## src/rtl/qw_dma_chan.sv

```systemverilog
module qw_dma_chan #(
  parameter int AW = 32,
  parameter int CNT_W = 16,
  parameter int DW = 128,
  parameter logic [AW-1:0] DST_BASE = 32'h0004_0000
) (
  input  logic          clk,
  input  logic          rst_n,
  input  logic          reg_wr,
  input  logic [5:0]    reg_addr,
  input  logic [31:0]   reg_wdata,
  output logic [31:0]   reg_rdata,
  output logic          irq,
  output logic          rd_valid,
  input  logic          rd_ready,
  output logic [AW-1:0] rd_addr,
  input  logic          rdata_valid,
  input  logic [DW-1:0] rdata,
  output logic          wr_valid,
  input  logic          wr_ready,
  output logic [AW-1:0] wr_addr,
  output logic [DW-1:0] wr_data
);
  localparam logic [AW-1:0] STEP = AW'(DW / 8);

  typedef enum logic [1:0] {S_IDLE, S_RD, S_WAIT, S_WR} st_t;
  st_t st;

  logic [AW-1:0]    src, dst;
  logic [CNT_W-1:0] cnt;
  logic             go, done;
  logic [DW-1:0]    qbuf;

  wire [1:0] idx     = reg_addr[5:4];
  wire       ctrl_wr = reg_wr && idx == 2'd0;
  wire       idle    = st == S_IDLE;
  wire       stop_rq = ctrl_wr && !reg_wdata[0];
  wire       wr_fire = st == S_WR && wr_ready;

  assign rd_valid = st == S_RD;
  assign wr_valid = st == S_WR;
  assign rd_addr  = src;
  assign wr_addr  = DST_BASE + dst;
  assign wr_data  = qbuf;
  assign irq      = done;

  always_comb begin
    case (idx)
      2'd0:    reg_rdata = {30'd0, done, go};
      2'd1:    reg_rdata = 32'(src);
      2'd2:    reg_rdata = 32'(dst);
      default: reg_rdata = 32'(cnt);
    endcase
  end

  always_ff @(posedge clk or negedge rst_n) begin
    if (!rst_n) begin
      st   <= S_IDLE;
      src  <= '0;
      dst  <= '0;
      cnt  <= '0;
      go   <= 1'b0;
      done <= 1'b0;
      qbuf <= '0;
    end else begin
      if (ctrl_wr && reg_wdata[1]) done <= 1'b0;
      if (stop_rq) go <= 1'b0;
      case (st)
        S_IDLE: begin
          if (reg_wr && idx == 2'd1) src <= AW'(reg_wdata);
          if (reg_wr && idx == 2'd2) dst <= AW'(reg_wdata);
          if (reg_wr && idx == 2'd3) cnt <= CNT_W'(reg_wdata);
          if (ctrl_wr && reg_wdata[0]) begin
            if (cnt == '0) done <= 1'b1;
            else begin
              go <= 1'b1;
              st <= S_RD;
            end
          end
        end
        S_RD:   if (rd_ready) st <= S_WAIT;
        S_WAIT: if (rdata_valid) begin
          qbuf <= rdata;
          st   <= S_WR;
        end
        S_WR:   if (wr_ready) begin
          cnt <= cnt - 1'b1;
          src <= src + STEP;
          dst <= dst + STEP;
          if (cnt == CNT_W'(1)) begin
            go   <= 1'b0;
            done <= 1'b1;
            st   <= S_IDLE;
          end else if (!go || stop_rq) st <= S_IDLE;
          else st <= S_RD;
        end
        default: st <= S_IDLE;
      endcase
    end
  end

  // request held until accepted
  p_rd_hold_r10: assert property (@(posedge clk) disable iff (!rst_n)
    rd_valid && !rd_ready |=> rd_valid && $stable(rd_addr));
  p_wr_hold_r10: assert property (@(posedge clk) disable iff (!rst_n)
    wr_valid && !wr_ready |=> wr_valid && $stable(wr_addr) && $stable(wr_data));
  // one step per accepted write
  p_step_r4: assert property (@(posedge clk) disable iff (!rst_n)
    wr_fire |=> cnt == $past(cnt) - 1'b1 && src == $past(src) + STEP);
  // completion leaves count and go at zero
  p_done_r5: assert property (@(posedge clk) disable iff (!rst_n)
    $rose(done) |-> cnt == '0 && !go);
  // zero-length start completes without traffic
  p_zero_r6: assert property (@(posedge clk) disable iff (!rst_n)
    idle && ctrl_wr && reg_wdata[0] && cnt == '0 |=> irq && !rd_valid && !go);
  // count frozen against writes while busy
  p_busy_r8: assert property (@(posedge clk) disable iff (!rst_n)
    !idle && reg_wr && idx == 2'd3 && !wr_fire |=> cnt == $past(cnt));
endmodule

```

## config.mk

```make
export PLATFORM = sky130hd
export DESIGN_NAME = qw_dma_chan
export DESIGN_NICKNAME = d
export VERILOG_FILES = /design/src/rtl/qw_dma_chan.sv
export SDC_FILE = /design/constraint.sdc
export NUM_CORES = 1
export LEC_CHECK = 0
export CORE_AREA = 2 2 158 160
export DETAILED_ROUTE_END_ITERATION = 7
export DIE_AREA = 0 0 160 162
export PLACE_DENSITY = 0.8
export SYNTH_ARGS = -nofsm -noshare
export SYNTH_HDL_FRONTEND = slang
export SYNTH_SLANG_ARGS = --single-unit
```

## constraint.sdc

```tcl
create_clock -name clk -period 3.3 [get_ports clk]
set_input_delay 0.66 -clock clk [delete_from_list [all_inputs] [get_ports clk]]
set_output_delay 0.66 -clock clk [all_outputs]
set_load 0.02 [all_outputs]
```

==> results.yml, run 1 <==
status:
  status: "complete, no violations"
floorplanning:
  fp.dieW_um: 160
  start_util_pct: 44.5
  dieHeight_um: 162
  num_rows: 57
  dieArea_um2: 25900
  core_um2: 24100
  pin_count: 399
route:
  ant_nets: 0
  drc: 0
  drt_first_iter_violations: 973
  routed_wl_mm: 37.4
  drt-pass1-iter-count: 5
  vias: 9844
  wl_per_cell_um: 21.8
  vias_per_cell: 5.73
grt:
  grt_pass1_wl_mm: 56.7
  grt_util_all_layers_pct: 27.6
  grt_pass1_vias: 9526
  grt_max_degree: 90
  grt_antenna_before_repair: 2
  grt-ovfl-total: 0
synth:
  yosysTopAreaCellShare_pct: 49.4
  synth_top_area_cell: "dfrtp_1"
  syn_area_per_cell_um2: 10.7
  ys_ff_latch: 212
  synth.top_cells.by_count: "212 x dfrtp_1, 143 x mux2_2, 70 x nand2_1"
  ys_async_sr_fraction_pct: 100
  yosysWarnings: 0
  syn_nets: 1187
  synthFlopType: "dfrtp_1"
  synth_cell_types: 59
  syn_inst: 1006
  synth_edf_count: 0
  yosys-top-cells-area: "dfrtp_1 49%, mux2_2 15%, a21oi_1 3.2%"
  synth.most_common_cell: "dfrtp_1"
  ys_seq_area_share_pct: 49.4
  synth_area_um2: 10700
critical_path:
  slowest_stage: "clkdlybuf4s50_1"
  crit_chain: "clkdlybuf4s50_1, nor2b_2, buf_4, a22o_1, clkdlybuf4s50_1"
  slowest_delay_ns: 0.62
  crit_type: "primary input to output pin"
  path_buf_inv: 3
  worst-endpoint-required_ns: 2.64
  start_kind: "primary input"
  crit_top_cell: "clkdlybuf4s50_1"
  worstPathArrival_ns: 2.57
  crit_path_end_kind: "output pin"
  cp_top_family: "buffers and inverters"
  path_max_fanout: 13
clock_network:
  ctsLongestPathBuffers: 3
  cts_tree: "built"
  numCtsBuffers: 24
  clkSlewWorstSetupHoldPaths_ns: 0.06
  cts.sinks: 212
  clk_latency_ns: 0.53
  hold_buffers: 0
  root_buffer: "clkbuf_16"
  cts_setup_buffers: 0
  cts_max_level: 1
layout:
  stdcell_count: 1717
  syn2layout_area_growth_pct: 48.1
  layout.nets: 1557
  drive_gt1_share_pct: 17.7
timing:
  relSlewSlack_pct: 45.1
  setup_viol: 0
  grt_setup_unrepaired: "yes"
  timing.fmax_ghz: 0.310
  fin_crit_ns: 3.23
  tns_ns: 0
  fin_crit_sh_pct: 97.8
  timing.final.hold_violations: 0
  worstMarginPinSlew_ns: 0.817
  finalMaxSlewViolations: 0
  final.setup_skew_ns: 0.0173
placed_design:
  dpl.cell_count: 1674
  io_buffers: 394
  place_hpwl_mm: 27.8
  gp_congestion: 0.915
power:
  p_sw_share_pct: 41.5
  p_int_mw: 9.95
  p_per_area_nw_per_um2: 1070
  p_switching_mw: 7.07
  power.leakage_nw: 6.44
  ir_drop_mv: 0.739
  power_frac_clock_pct: 15.7
  power_frac_comb_pct: 53.6
  seq_power_share_pct: 30.6
worst_hold_path:
  hold_path_class: "primary input to async pin"
run:
  max_cap_violations: 0
-- state kept, by name, summed over array words and instances, names as in the netlist --
register	cells
wr_data	128
dst	32
rd_addr	32
cnt	16
st	2
go	1
irq	1
-- path summary, 6_finish.rpt --
kind                         startpoint      endpoint  slack, ns  cells after the start
max in group asynchronous         rst_n   wr_data[69]       2.27                      2
max                         reg_addr[4]  reg_rdata[2]       0.07                      5
min in group clk           wr_data[107]  wr_data[107]       0.50                      1
min reg2reg                wr_data[107]  wr_data[107]       0.50                      1
min                               rst_n  wr_data[109]       0.13                      1
max reg2reg                      cnt[0]       cnt[14]       0.67                      7
-- cell type report --
type,instances,area [µm²]
sequential,212,5310
clock buffer,36,696
inverter,19,71.3
clock inverter,5,86.3
tap,324,405
fill,1865,8210
antenna,2,5.00
multi-input combinational,687,5000
timing repair buffer,432,4320
-- per-stage QoR --
step | power [mW] | hold slack [ns] | area (µm²) | util (%) | setup WS (ns)
final | 17.0 | 0.131 | 15900 | 65.9 | 0.0738
after global routing | 17.9 | 0.173 | 15900 | 65.9 | -0.0248
after floorplan | 10.1 | 0.364 | 10700 | - | 0.628
after global placement | 14.0 | 0.485 | 15100 | 62.6 | 0.137
after CTS | 17.0 | 0.158 | 15900 | 65.9 | 0.0243
after detailed placement | 14.3 | 0.492 | 15100 | 62.6 | 0.108
-- layer usage --
layer | part of all wire (%) | up-vias | track usage, % | routed length (µm)
met1 | 40 | 4795 | 36.1 | 14800
met2 | 48 | 527 | 46.3 | 18200
li1 | - | 4438 | - | -
met5 | 0 | - | 0 | 0
met3 | 8.7 | 84 | 6.26 | 3260
met4 | 3.2 | 0 | 8.39 | 1200
-- cells in the final DEF (no fill, tap or decap), types with 4 or more instances in the layout --
cell / synthesis / routed
clkdlybuf4s50_1: 0 / 388
a31oi_1: 9 / 9
clkbuf_1: 59 / 7
nand4_1: 17 / 17
a22oi_1: 5 / 5
dfrtp_1: 212 / 211
o21a_1: 4 / 4
clkbuf_16: 0 / 24
xor2_1: 5 / 5
and4_1: 4 / 4
o22ai_1: 27 / 27
o21ai_0: 57 / 57
nor3_1: 24 / 24
nand3_1: 36 / 36
and2_1: 6 / 6
nor2_1: 41 / 41
and3_1: 12 / 10
or3_1: 13 / 13
a21oi_1: 69 / 67
inv_1: 18 / 18
nand2b_1: 4 / 4
o22a_1: 6 / 6
a22o_1: 30 / 30
nand2_1: 70 / 69
or4_1: 5 / 5
buf_4: 18 / 32
nor2b_1: 6 / 5
a2bb2oi_1: 6 / 6
buf_12: 0 / 7
ha_1: 9 / 8
mux2i_1: 14 / 14
mux2_2: 143 / 143
o221a_2: 6 / 6
clkbuf_8: 0 / 5
xnor2_1: 7 / 7
-- cell families (layout without fill, tap and decap cells) --
family,after synthesis,after routing,synth area share (%)
and+or+nand+nor,257,257,12.3
other,0,2,0
AOI/OAI and AO/OA,250,250,15.2
buffers and inverters,107,492,4.41
DFF,212,212,49.4
adders and majority gates,9,9,1.05
xor gates and xnor gates,12,12,0.979
muxes,159,159,16.7
-- timing repair --
| item | in CTS | in global routing |
|---|---|---|
| endpoints found under the hold margin | 0 | 0 |
| setup endpoints to repair | 4 | 4 |
| gates resized for setup | 6 | 2 |
-- power by group through the flow --
stage	clock network [mW]	registers (mW)	logic, mW
after floorplan	0	6.04	4.02
after global placement	0	5.13	8.91
after detailed placement	0	5.20	9.09
after CTS	2.73	5.17	9.13
after global routing	2.84	5.37	9.67
final	2.68	5.21	9.13
Power figures use the tool's default switching activity.
==> inputs of run 2 (changes only) <==
CELL_PAD_IN_SITES_DETAIL_PLACEMENT = 0   (was default)
CELL_PAD_IN_SITES_GLOBAL_PLACEMENT = 1   (was default)
CORE_AREA = 2 2 181 183   (was 2 2 158 160)
DIE_AREA = 0 0 183 185   (was 0 0 160 162)
PLACE_DENSITY = default   (was 0.8)
PLACE_DENSITY_LB_ADDON = 0.1   (was default)
==> run 2 against run 1 <==
Effect of this change: global-route usage fell by 5.2 points; clock-buffer cell count grew 9; fmax shrank 0.37%; first-iteration DRC count decreased by 37%; highest routed layer is now met5; cell count increased by 5.6%; utilization down 16 points; critical path depth down 1; register-to-register slack gained 0.05 ns.
==> results.yml, run 2 (synthesis results as in run 1) <==
grt:
  grt_antenna_before_repair: 5
  grt_max_degree: 98
  grt_pass1_wl_mm: 58.5
  grt-ovfl-total: 0
  grt_pass1_vias: 9203
  grt_util_all_layers_pct: 22.5
timing:
  fin_crit_ns: 3.24
  grt_setup_unrepaired: "yes"
  timing.fmax_ghz: 0.309
  final.setup_skew_ns: 0.0143
  finalMaxSlewViolations: 0
  tns_ns: 0
  timing.final.hold_violations: 0
  finalWorstSetupSlack_ns: 0.0617
  fin_crit_sh_pct: 98.1
  setup_viol: 0
  relSlewSlack_pct: 44.6
  worstMarginPinSlew_ns: 0.825
worst_hold_path:
  hold_path_class: "primary input to async pin"
floorplanning:
  core_um2: 32000
  start_util_pct: 33.5
  fp.dieW_um: 183
  dieHeight_um: 185
  pin_count: 399
  dieArea_um2: 33900
  num_rows: 66
critical_path:
  worstSetupEndpoint: "reg_rdata[0]"
  crit_type: "primary input to output pin"
  r2r-end: "cnt[14]"
  worstReg2RegStart: "cnt[1]"
  worstPathArrival_ns: 2.58
  worst-endpoint-required_ns: 2.64
  crit_path_end_kind: "output pin"
  path_max_fanout: 4
  r2r_cells: 7
  cp-startpoint: "reg_addr[5]"
  rrSetupSlack_ns: 0.72
  start_kind: "primary input"
placed_design:
  pre_cts_ws_ns: -0.0105
  io_buffers: 394
  gp_congestion: 0.860
  placed_area_um2: 15200
  place_hpwl_mm: 29.4
  dpl.cell_count: 1761
clock_network:
  ctsLongestPathBuffers: 3
  clkSlewWorstSetupHoldPaths_ns: 0.06
  cts_tree: "built"
  root_buffer: "clkbuf_16"
  numCtsBuffers: 27
  clk_latency_ns: 0.54
  cts_max_level: 1
  cts_setup_buffers: 0
  cts.sinks: 212
  hold_buffers: 0
power:
  total_power_mw: 17.2
  p_per_area_nw_per_um2: 1070
  power.leakage_nw: 6.50
  ir_drop_mv: 0.425
layout:
  syn2layout_area_growth_pct: 49.9
  layout.nets: 1563
  final_common_cell: "clkdlybuf4s50_1"
  multi_input_area_um2: 5010
  stdcell_count: 1814
  mostFrequentLayoutCells: "384 x clkdlybuf4s50_1, 211 x dfrtp_1, 143 x mux2_2, 69 x nand2_1, 67 x a21oi_1"
  drive_gt1_share_pct: 18.2
  regArea_um2: 5310
  fillers: 2990
  largest_reg_flops: 128
  final_area_um2: 16100
route:
  vias: 9518
  wl_per_cell_um: 21.7
  vias_per_cell: 5.25
  ant_nets: 0
  drt_first_iter_violations: 615
  drt-pass1-iter-count: 6
  routed_wl_mm: 39.3
  drc: 0
status:
  status: "complete, no violations"
run:
  max_cap_violations: 0
==> run 2: cell types whose count changed in the layout (fill, tap and decap cells not counted), moves of 3 or more <==
cell             delta
clkbuf_8            +5
dlygate4sd2_1       +5
clkbuf_16           +3
clkdlybuf4s50_1     -4
==> run 2: metrics by stage <==
stage | hold slack (ns) | utilization (%)
2_1_floorplan | 0.364 | -
3_3_place_gp | 0.485 | 47.5
3_5_place_dp | 0.491 | 47.5
4_1_cts | 0.0271 | 50.2
5_1_grt | 0.0331 | 50.2
6_report | 0.0248 | 50.2
==> run 2: area by class of cell <==
cell class                 instances  area share [%]
antenna                            3          0.0466
clock buffer                      45            5.18
clock inverter                     5           0.179
inverter                          19           0.443
multi-input combinational        687            31.1
sequential                       212            33.0
tap                              408            3.17
timing repair buffer             435            26.9
==> run 2: worst min path at each step <==
stage | start | to | depth (start not counted)
floorplan | rst_n | cnt[0] | 0
detailed placement | wr_data[63] | wr_data[63] | 1
global placement | wr_data[49] | wr_data[49] | 1
global route | rst_n | wr_data[89] | 1
CTS | rst_n | wr_data[16] | 1
finish | rst_n | wr_data[89] | 1
==> run 2: layer usage <==
layer / part of all wire (%) / GRT usage [%]
met1: 43 / 29.1
met2: 48 / 38.0
met5: 0.081 / 0
met4: 1.5 / 4.96
met3: 7.5 / 5.72
==> run 2: timing repair <==
item                                   CTS  global route
endpoints found under the hold margin    0             0
gates resized for setup                 10             5
cloned                                   0             0
setup endpoints to repair                9            30
==> run 2: where the power goes <==
| group | switching [mW] | total, mW | internal, mW |
|---|---|---|---|
| Sequential | 1.26 | 5.17 | 3.91 |
| Combinational | 4.70 | 9.13 | 4.43 |
| Clock | 1.15 | 2.86 | 1.71 |
| Total | 7.11 | 17.2 | 10.0 |
==> run 2: worst max-delay path, stage by stage <==
cell	delay [ns]
clkdlybuf4s50_1	0.63
buf_4	0.20
mux4_2	0.48
clkdlybuf4s50_1	0.61
